**config.mk**
```make
export PLATFORM = sky130hd
export DESIGN_NAME = lcd_host_port
export DESIGN_NICKNAME = d
export VERILOG_FILES = /design/src/rtl/lcd_hbi_pkg.sv /design/src/rtl/hbi_strobe_sync.sv /design/src/rtl/hbi_nibble_pack.sv /design/src/rtl/hbi_core_gate.sv /design/src/rtl/lcd_host_port.sv
export SDC_FILE = /design/constraint.sdc
export NUM_CORES = 1
export LEC_CHECK = 0
export BUFFER_PORTS_ARGS = -buffer_cell sky130_fd_sc_hd__buf_2
export CORE_UTILIZATION = 50
export DETAILED_ROUTE_END_ITERATION = 10
export PLACE_DENSITY = 0.82
export SKIP_CTS_REPAIR_TIMING = 1
export SYNTH_ARGS = -nofsm -noshare
export SYNTH_HDL_FRONTEND = slang
export SYNTH_HIERARCHICAL = 1
export SYNTH_SLANG_ARGS = --single-unit
```
**constraint.sdc**
```tcl
create_clock -name clk -period 2.5 [get_ports clk]
set_input_delay 0.5 -clock clk [delete_from_list [all_inputs] [get_ports clk]]
set_output_delay 0.5 -clock clk [all_outputs]
set_load 0.05 [all_outputs]
```
**src/rtl/lcd_hbi_pkg.sv**
```systemverilog
package lcd_hbi_pkg;
  localparam int BYTE_W = 8;
  localparam int NIB_W  = BYTE_W / 2;
  localparam int ADDR_W = BYTE_W - 1;

  typedef struct packed {
    logic              rs;
    logic              rw;
    logic [BYTE_W-1:0] d;
  } hb_xfer_t;
endpackage

```
**src/rtl/hbi_strobe_sync.sv**
```systemverilog
module hbi_strobe_sync
  import lcd_hbi_pkg::*;
#(
  parameter int SYNC_STAGES = 2
) (
  input  logic     clk,
  input  logic     rst_n,
  input  logic     e_raw,
  input  hb_xfer_t bus_raw,
  output logic     fall,
  output hb_xfer_t cap
);
  localparam int CHAIN_W = SYNC_STAGES + 1;

  logic [CHAIN_W-1:0] chain_q;
  logic               e_high;

  assign e_high = chain_q[SYNC_STAGES-1];
  assign fall   = chain_q[SYNC_STAGES] & ~e_high;

  always_ff @(posedge clk) begin
    if (!rst_n) begin
      chain_q <= '0;
      cap     <= '0;
    end else begin
      chain_q <= {chain_q[CHAIN_W-2:0], e_raw};
      if (e_high) cap <= bus_raw;
    end
  end

  // an edge pulse never lasts two cycles
  AST_FALL_SINGLE: assert property (@(posedge clk) disable iff (!rst_n)
    fall |=> !fall);
endmodule

```
**src/rtl/hbi_nibble_pack.sv**
```systemverilog
module hbi_nibble_pack
  import lcd_hbi_pkg::*;
(
  input  logic     clk,
  input  logic     rst_n,
  input  logic     nib_mode,
  input  logic     fall,
  input  hb_xfer_t cap,
  output logic     byte_valid,
  output hb_xfer_t byte_x,
  output logic     phase
);
  logic             mode_q;
  logic [NIB_W-1:0] hi_q;

  always_ff @(posedge clk) begin
    if (!rst_n) begin
      mode_q     <= 1'b0;
      phase      <= 1'b0;
      hi_q       <= '0;
      byte_valid <= 1'b0;
      byte_x     <= '0;
    end else begin
      mode_q     <= nib_mode;
      byte_valid <= 1'b0;
      if (mode_q != nib_mode) begin
        phase <= 1'b0;
      end else if (fall) begin
        if (!nib_mode) begin
          byte_valid <= 1'b1;
          byte_x     <= cap;
        end else if (!phase) begin
          hi_q  <= cap.d[BYTE_W-1:NIB_W];
          phase <= 1'b1;
        end else begin
          byte_valid <= 1'b1;
          byte_x     <= '{rs: cap.rs, rw: cap.rw, d: {hi_q, cap.d[BYTE_W-1:NIB_W]}};
          phase      <= 1'b0;
        end
      end
    end
  end

  AST_MODE_REARM: assert property (@(posedge clk) disable iff (!rst_n)
    (mode_q != nib_mode) |=> !phase);
  AST_WIDE_EVERY_FALL: assert property (@(posedge clk) disable iff (!rst_n)
    (fall && !nib_mode && mode_q == nib_mode) |=> byte_valid);
endmodule

```
**src/rtl/hbi_core_gate.sv**
```systemverilog
module hbi_core_gate
  import lcd_hbi_pkg::*;
(
  input  logic              clk,
  input  logic              rst_n,
  input  logic              byte_valid,
  input  hb_xfer_t          byte_x,
  input  logic              busy,
  input  logic              fill_valid,
  input  logic [BYTE_W-1:0] fill_byte,
  output logic [BYTE_W-1:0] data_q,
  output logic              cmd_valid,
  output logic [BYTE_W-1:0] cmd_byte,
  output logic              wr_valid,
  output logic [BYTE_W-1:0] wr_byte,
  output logic              rd_req
);
  always_ff @(posedge clk) begin
    if (!rst_n) begin
      data_q    <= '0;
      cmd_valid <= 1'b0;
      cmd_byte  <= '0;
      wr_valid  <= 1'b0;
      wr_byte   <= '0;
      rd_req    <= 1'b0;
    end else begin
      cmd_valid <= 1'b0;
      wr_valid  <= 1'b0;
      rd_req    <= 1'b0;
      if (fill_valid) data_q <= fill_byte;
      if (byte_valid && !busy) begin
        unique case ({byte_x.rs, byte_x.rw})
          2'b00: begin cmd_valid <= 1'b1; cmd_byte <= byte_x.d; end
          2'b10: begin wr_valid  <= 1'b1; wr_byte  <= byte_x.d; end
          2'b11: rd_req <= 1'b1;
          default: ;
        endcase
      end
    end
  end

  AST_BUSY_DROP: assert property (@(posedge clk) disable iff (!rst_n)
    (byte_valid && busy) |=> !(cmd_valid || wr_valid || rd_req));
  AST_ONE_STROBE: assert property (@(posedge clk) disable iff (!rst_n)
    $onehot0({cmd_valid, wr_valid, rd_req}));
  AST_STATUS_SILENT: assert property (@(posedge clk) disable iff (!rst_n)
    (byte_valid && !byte_x.rs && byte_x.rw) |=> !(cmd_valid || wr_valid || rd_req));
endmodule

```
**src/rtl/lcd_host_port.sv**
```systemverilog
module lcd_host_port
  import lcd_hbi_pkg::*;
#(
  parameter int SYNC_STAGES = 2
) (
  input  logic              clk,
  input  logic              rst_n,
  input  logic              nib_mode,
  input  logic              hb_e,
  input  logic              hb_rs,
  input  logic              hb_rw,
  input  logic [BYTE_W-1:0] hb_d_in,
  output logic [BYTE_W-1:0] hb_d_out,
  output logic              hb_d_oe,
  input  logic              core_busy,
  input  logic [ADDR_W-1:0] core_addr,
  input  logic              fill_valid,
  input  logic [BYTE_W-1:0] fill_byte,
  output logic              cmd_valid,
  output logic [BYTE_W-1:0] cmd_byte,
  output logic              wr_valid,
  output logic [BYTE_W-1:0] wr_byte,
  output logic              rd_req
);
  hb_xfer_t          bus_raw, cap, byte_x;
  logic              fall, byte_valid, phase;
  logic [BYTE_W-1:0] data_q, rd_word;

  assign bus_raw = '{rs: hb_rs, rw: hb_rw, d: hb_d_in};

  hbi_strobe_sync #(.SYNC_STAGES(SYNC_STAGES)) u_sync (
    .clk(clk), .rst_n(rst_n), .e_raw(hb_e), .bus_raw(bus_raw),
    .fall(fall), .cap(cap));

  hbi_nibble_pack u_pack (
    .clk(clk), .rst_n(rst_n), .nib_mode(nib_mode), .fall(fall), .cap(cap),
    .byte_valid(byte_valid), .byte_x(byte_x), .phase(phase));

  hbi_core_gate u_gate (
    .clk(clk), .rst_n(rst_n), .byte_valid(byte_valid), .byte_x(byte_x),
    .busy(core_busy), .fill_valid(fill_valid), .fill_byte(fill_byte),
    .data_q(data_q), .cmd_valid(cmd_valid), .cmd_byte(cmd_byte),
    .wr_valid(wr_valid), .wr_byte(wr_byte), .rd_req(rd_req));

  assign rd_word = hb_rs ? data_q : {core_busy, core_addr};
  assign hb_d_oe = hb_e & hb_rw;

  always_comb begin
    if (nib_mode)
      hb_d_out = {(phase ? rd_word[NIB_W-1:0] : rd_word[BYTE_W-1:NIB_W]), {NIB_W{1'b0}}};
    else
      hb_d_out = rd_word;
  end

  AST_NARROW_LOW_ZERO: assert property (@(posedge clk) disable iff (!rst_n)
    nib_mode |-> (hb_d_out[NIB_W-1:0] == '0));
  AST_STATUS_BUSY_BIT: assert property (@(posedge clk) disable iff (!rst_n)
    (!nib_mode && !hb_rs) |-> (hb_d_out[BYTE_W-1] == core_busy));
endmodule

```
==> results <==
- The flow ran to the end, and the final reports show no timing, DRC or antenna violations.
- The critical path data required time is 2000 ps.
- For this run, the share of the core covered by cells in the final layout is 0.651.
- Counting every net in the synthesized netlist gives 252.
- The actual slew at the worst max-slew pin is 742 ps.
- The number of filler instances in the final layout is 356.
- Of the total power, the share spent switching nets is 0.202.
- Setup repair after global routing left no endpoint under its margin.
- The first global-routing pass estimated 7290 um of wire.
- The number of nets in the layout is 311.
- The number of H-tree levels is 3.
- The share of the clock period used by the worst path after layout is 0.819.
- The number of antenna violations at the first check in global routing is 0.
- The worst reg-to-reg setup slack is 690 ps.
- The relative slew slack is 0.503.
- The most repeated cell in the gate-level netlist after synthesis is sky130_fd_sc_hd__dfxtp_1.
- The via count of the routed design is 1740.
- Of the synthesized area, sequential elements account for 0.492.
- Summing every instance area after synthesis gives 2320 um^2.
- In this run, synthesis produced a sequential element count of 57.
- The clock tree from TritonCTS is built.
- After legalization and detailed placement, the total HPWL measured 3060 um.
- The count of max-cap constraint violations is 0.
- The repair_antennas step left the layout with diodes totalling 0.
- Of the total power, registers draw 0.429.
- By count the netlist is led by 57 x sky130_fd_sc_hd__dfxtp_1, 42 x sky130_fd_sc_hd__mux2i_1, 24 x sky130_fd_sc_hd__nand2_1.
- The power density over cell area is 764 nW/um^2.
- The synthesis warning total is 6.
- 59 I/O pins were placed.
- In this run the worst path has a maximum fanout of 12.
- The share of total power in combinational logic is 0.071.
- Based on the critical path, the design can be clocked at up to 488 MHz.
- The total overflow reported by the global router is 0.
- The largest clock skew in the final design is 5.01 ps.
- The analysis attributes to net switching a power of 0.000444 W.
- The footprint of the multi-input gates is 1050 um^2.
- Internal power comes to 0.00175 W.
- In the routed layout, each cell is associated on average with a via count of 5.16.
- The min-delay analysis places its worst path in the category in -> reg.
- The worst path needs 2050 ps of the cycle, external delays included.
- The post-synthesis cell type with the largest combined area is sky130_fd_sc_hd__dfxtp_1.
- The number of global-route vias before repair is 1581.
- The residual DRC count is 0.
- The max-slew violation count is 0.
- The vertical die dimension is 70.1 um.
- Summed over all failing endpoints, the final setup total negative slack is 0 ps.
- For this run, the total global-route usage over all layers was measured as 0.191.
- The post-detailed-route wirelength per cell is 13.0 um.
- Of the cells placed in the final design, the portion with a size suffix greater than 1 is 0.309.
- The sum of routed wire length over all layers is 4380 um.
- The first-iteration detailed-routing DRC count is 56.
- At the later pin of the worst-skew pair, clock insertion delay measures 320 ps.
- The die footprint is 4910 um^2.
- The clock power share is 0.500.
- The x dimension of the die is 70.1 um.
- The share of the synthesized area in the top cell type is 0.492.
- The static power due to leakage is 1.29 nW.
- The number of different library cells in the post-synthesis netlist is 31.
- The clock transition at the register clock pins on the worst setup and hold paths after CTS is 60 ps.
- The total area inside the core boundary comes to 4410 um^2.
- For this run, the leading register cell type out of synthesis is sky130_fd_sc_hd__dfxtp_1.
- After technology mapping, the gate count stands at 221.
- The synthesis-to-finish area growth is 23.9%.
- The setup violation total in the final timing report is 0.
- The critical path endpoint category is a primary output.
- The smallest hold slack is 408 ps.
- The clock sink total is 57.
- The final weighted congestion in routability-driven placement is 0.760.
- The number of detailed-route iterations in the first pass is 4.
- The instance area after placement is 2610 um^2.
- For this run, asynchronously set or reset flops after synthesis account for 0.
- For this configuration, the core starts out at a cell density of 0.525.
- The cell at the root of the clock tree is sky130_fd_sc_hd__clkbuf_8.
- Once layout is done, the placed cells without fillers occupy 2870 um^2.
- The sequential standard cell area is 1140 um^2.
- After synthesis, the cell types taking the most area are sky130_fd_sc_hd__dfxtp_1 49%, sky130_fd_sc_hd__mux2i_1 18%, sky130_fd_sc_hd__nand2_1 3.9%.
- The worst setup path is launched from an input pin.
- The clock passes through at most 2 buffers.
- The floorplan has 24 rows.
- In this run the remaining antenna-violating nets after routing total 0.
- The start-to-end type of the worst setup path is in -> out.
- After synthesis, the mean cell area works out to 10.5 um^2.
- The total CTS buffers is 9.
- The number of endpoints with negative hold slack in the final report was 0.
- Input and output buffers added on the ports amount to 58.
- Data on the critical path arrives at its endpoint at 1550 ps.
- The maximum VDD drop is 736 uV.
- The number of enable-type register cells in the synthesized netlist is 0.
- Entering global routing, the biggest net connects 29 pins.
[routing by layer]
metal / routed length [um] / vias to the layer above / global-route usage
li1: - / 880 / -
met1: 1980 / 813 / 0.232
met2: 2170 / 43 / 0.303
met3: 195 / 4 / 0.0837
met4: 33 / 0 / 0.0622
met5: 0 / - / 0
[cells by family after synthesis]
family	after synthesis	share of synthesized area
AND/OR/NAND/NOR	72	0.164
flip-flops	57	0.492
multiplexers	46	0.222
buffers and inverters	25	0.0550
AO/OA/AOI/OAI	21	0.0675
[final timing paths]
path / startpoint / endpoint / depth (start not counted)
worst min register to register: u_gate/cmd_byte[7] / u_gate/cmd_byte[7] / 2
worst max-delay path: nib_mode / hb_d_out[4] / 4
worst max register to register: u_sync/chain_q[1] / u_pack/byte_x[3] / 4
worst min-delay path: hb_e / u_sync/chain_q[0] / 2
[placed cells by master (no fill, tap or decap), types with 2 or more instances in the layout]
master | synthesis | routed
sky130_fd_sc_hd__buf_2 | 6 | 58
sky130_fd_sc_hd__dfxtp_1 | 57 | 57
sky130_fd_sc_hd__mux2i_1 | 42 | 42
sky130_fd_sc_hd__nand2_1 | 24 | 24
sky130_fd_sc_hd__nor2_1 | 21 | 21
sky130_fd_sc_hd__inv_1 | 10 | 10
sky130_fd_sc_hd__a21oi_1 | 10 | 10
sky130_fd_sc_hd__nor2b_1 | 10 | 10
sky130_fd_sc_hd__clkbuf_8 | 0 | 9
sky130_fd_sc_hd__o221ai_1 | 7 | 7
sky130_fd_sc_hd__and2_1 | 5 | 5
sky130_fd_sc_hd__bufinv_16 | 0 | 4
sky130_fd_sc_hd__mux4_2 | 3 | 3
sky130_fd_sc_hd__buf_4 | 1 | 3
sky130_fd_sc_hd__clkinv_2 | 0 | 2
sky130_fd_sc_hd__nand4b_1 | 2 | 2
sky130_fd_sc_hd__a211oi_2 | 2 | 2
[power by group through the flow]
stage               combinational, W  sequential, W  clock (W)
finish                      0.000155       0.000941    0.00110
global route                0.000166       0.000943    0.00118
CTS                         0.000156       0.000941    0.00112
detailed placement          0.000155       0.000961          0
global placement            0.000152       0.000960          0
floorplan                   0.000110       0.000957          0
[sequential cells by signal, indices dropped and copies added, names as in the netlist]
| register | cells |
|---|---|
| u_pack/hi_q | 4 |
| u_sync/chain_q | 3 |
| u_sync/cap | 10 |
| u_gate/rd_req | 1 |
| u_gate/wr_valid | 1 |
| u_gate/wr_byte | 8 |
| u_gate/data_q | 8 |
| u_gate/cmd_byte | 8 |
| u_gate/cmd_valid | 1 |
| u_pack/byte_x | 10 |
| u_pack/phase | 1 |
| u_pack/byte_valid | 1 |
| u_pack/mode_q | 1 |
[area by class of cell]
| type | count | area share |
|---|---|---|
| clock buffer | 10 | 0.0444 |
| clock inverter | 6 | 0.0453 |
| inverter | 12 | 0.0157 |
| multi-input combinational | 139 | 0.366 |
| sequential | 57 | 0.397 |
| tap | 52 | 0.0227 |
| timing repair buffer | 61 | 0.109 |
[stage by stage]
stage | total power [W] | worst slack, ps | cells
after floorplan | 0.00107 | 493 | 221
after detailed placement | 0.00112 | 450 | 321
final | 0.00219 | 452 | 337
after CTS | 0.00222 | 445 | 337
after global placement | 0.00111 | 472 | 321
after global routing | 0.00229 | 400 | 337
[worst max-delay path, cell delays in order]
cell and delay [ps]:
sky130_fd_sc_hd__buf_2 170, sky130_fd_sc_hd__nand2_2 160, sky130_fd_sc_hd__mux4_2 500, sky130_fd_sc_hd__buf_2 220
Power figures use the tool's default switching activity.
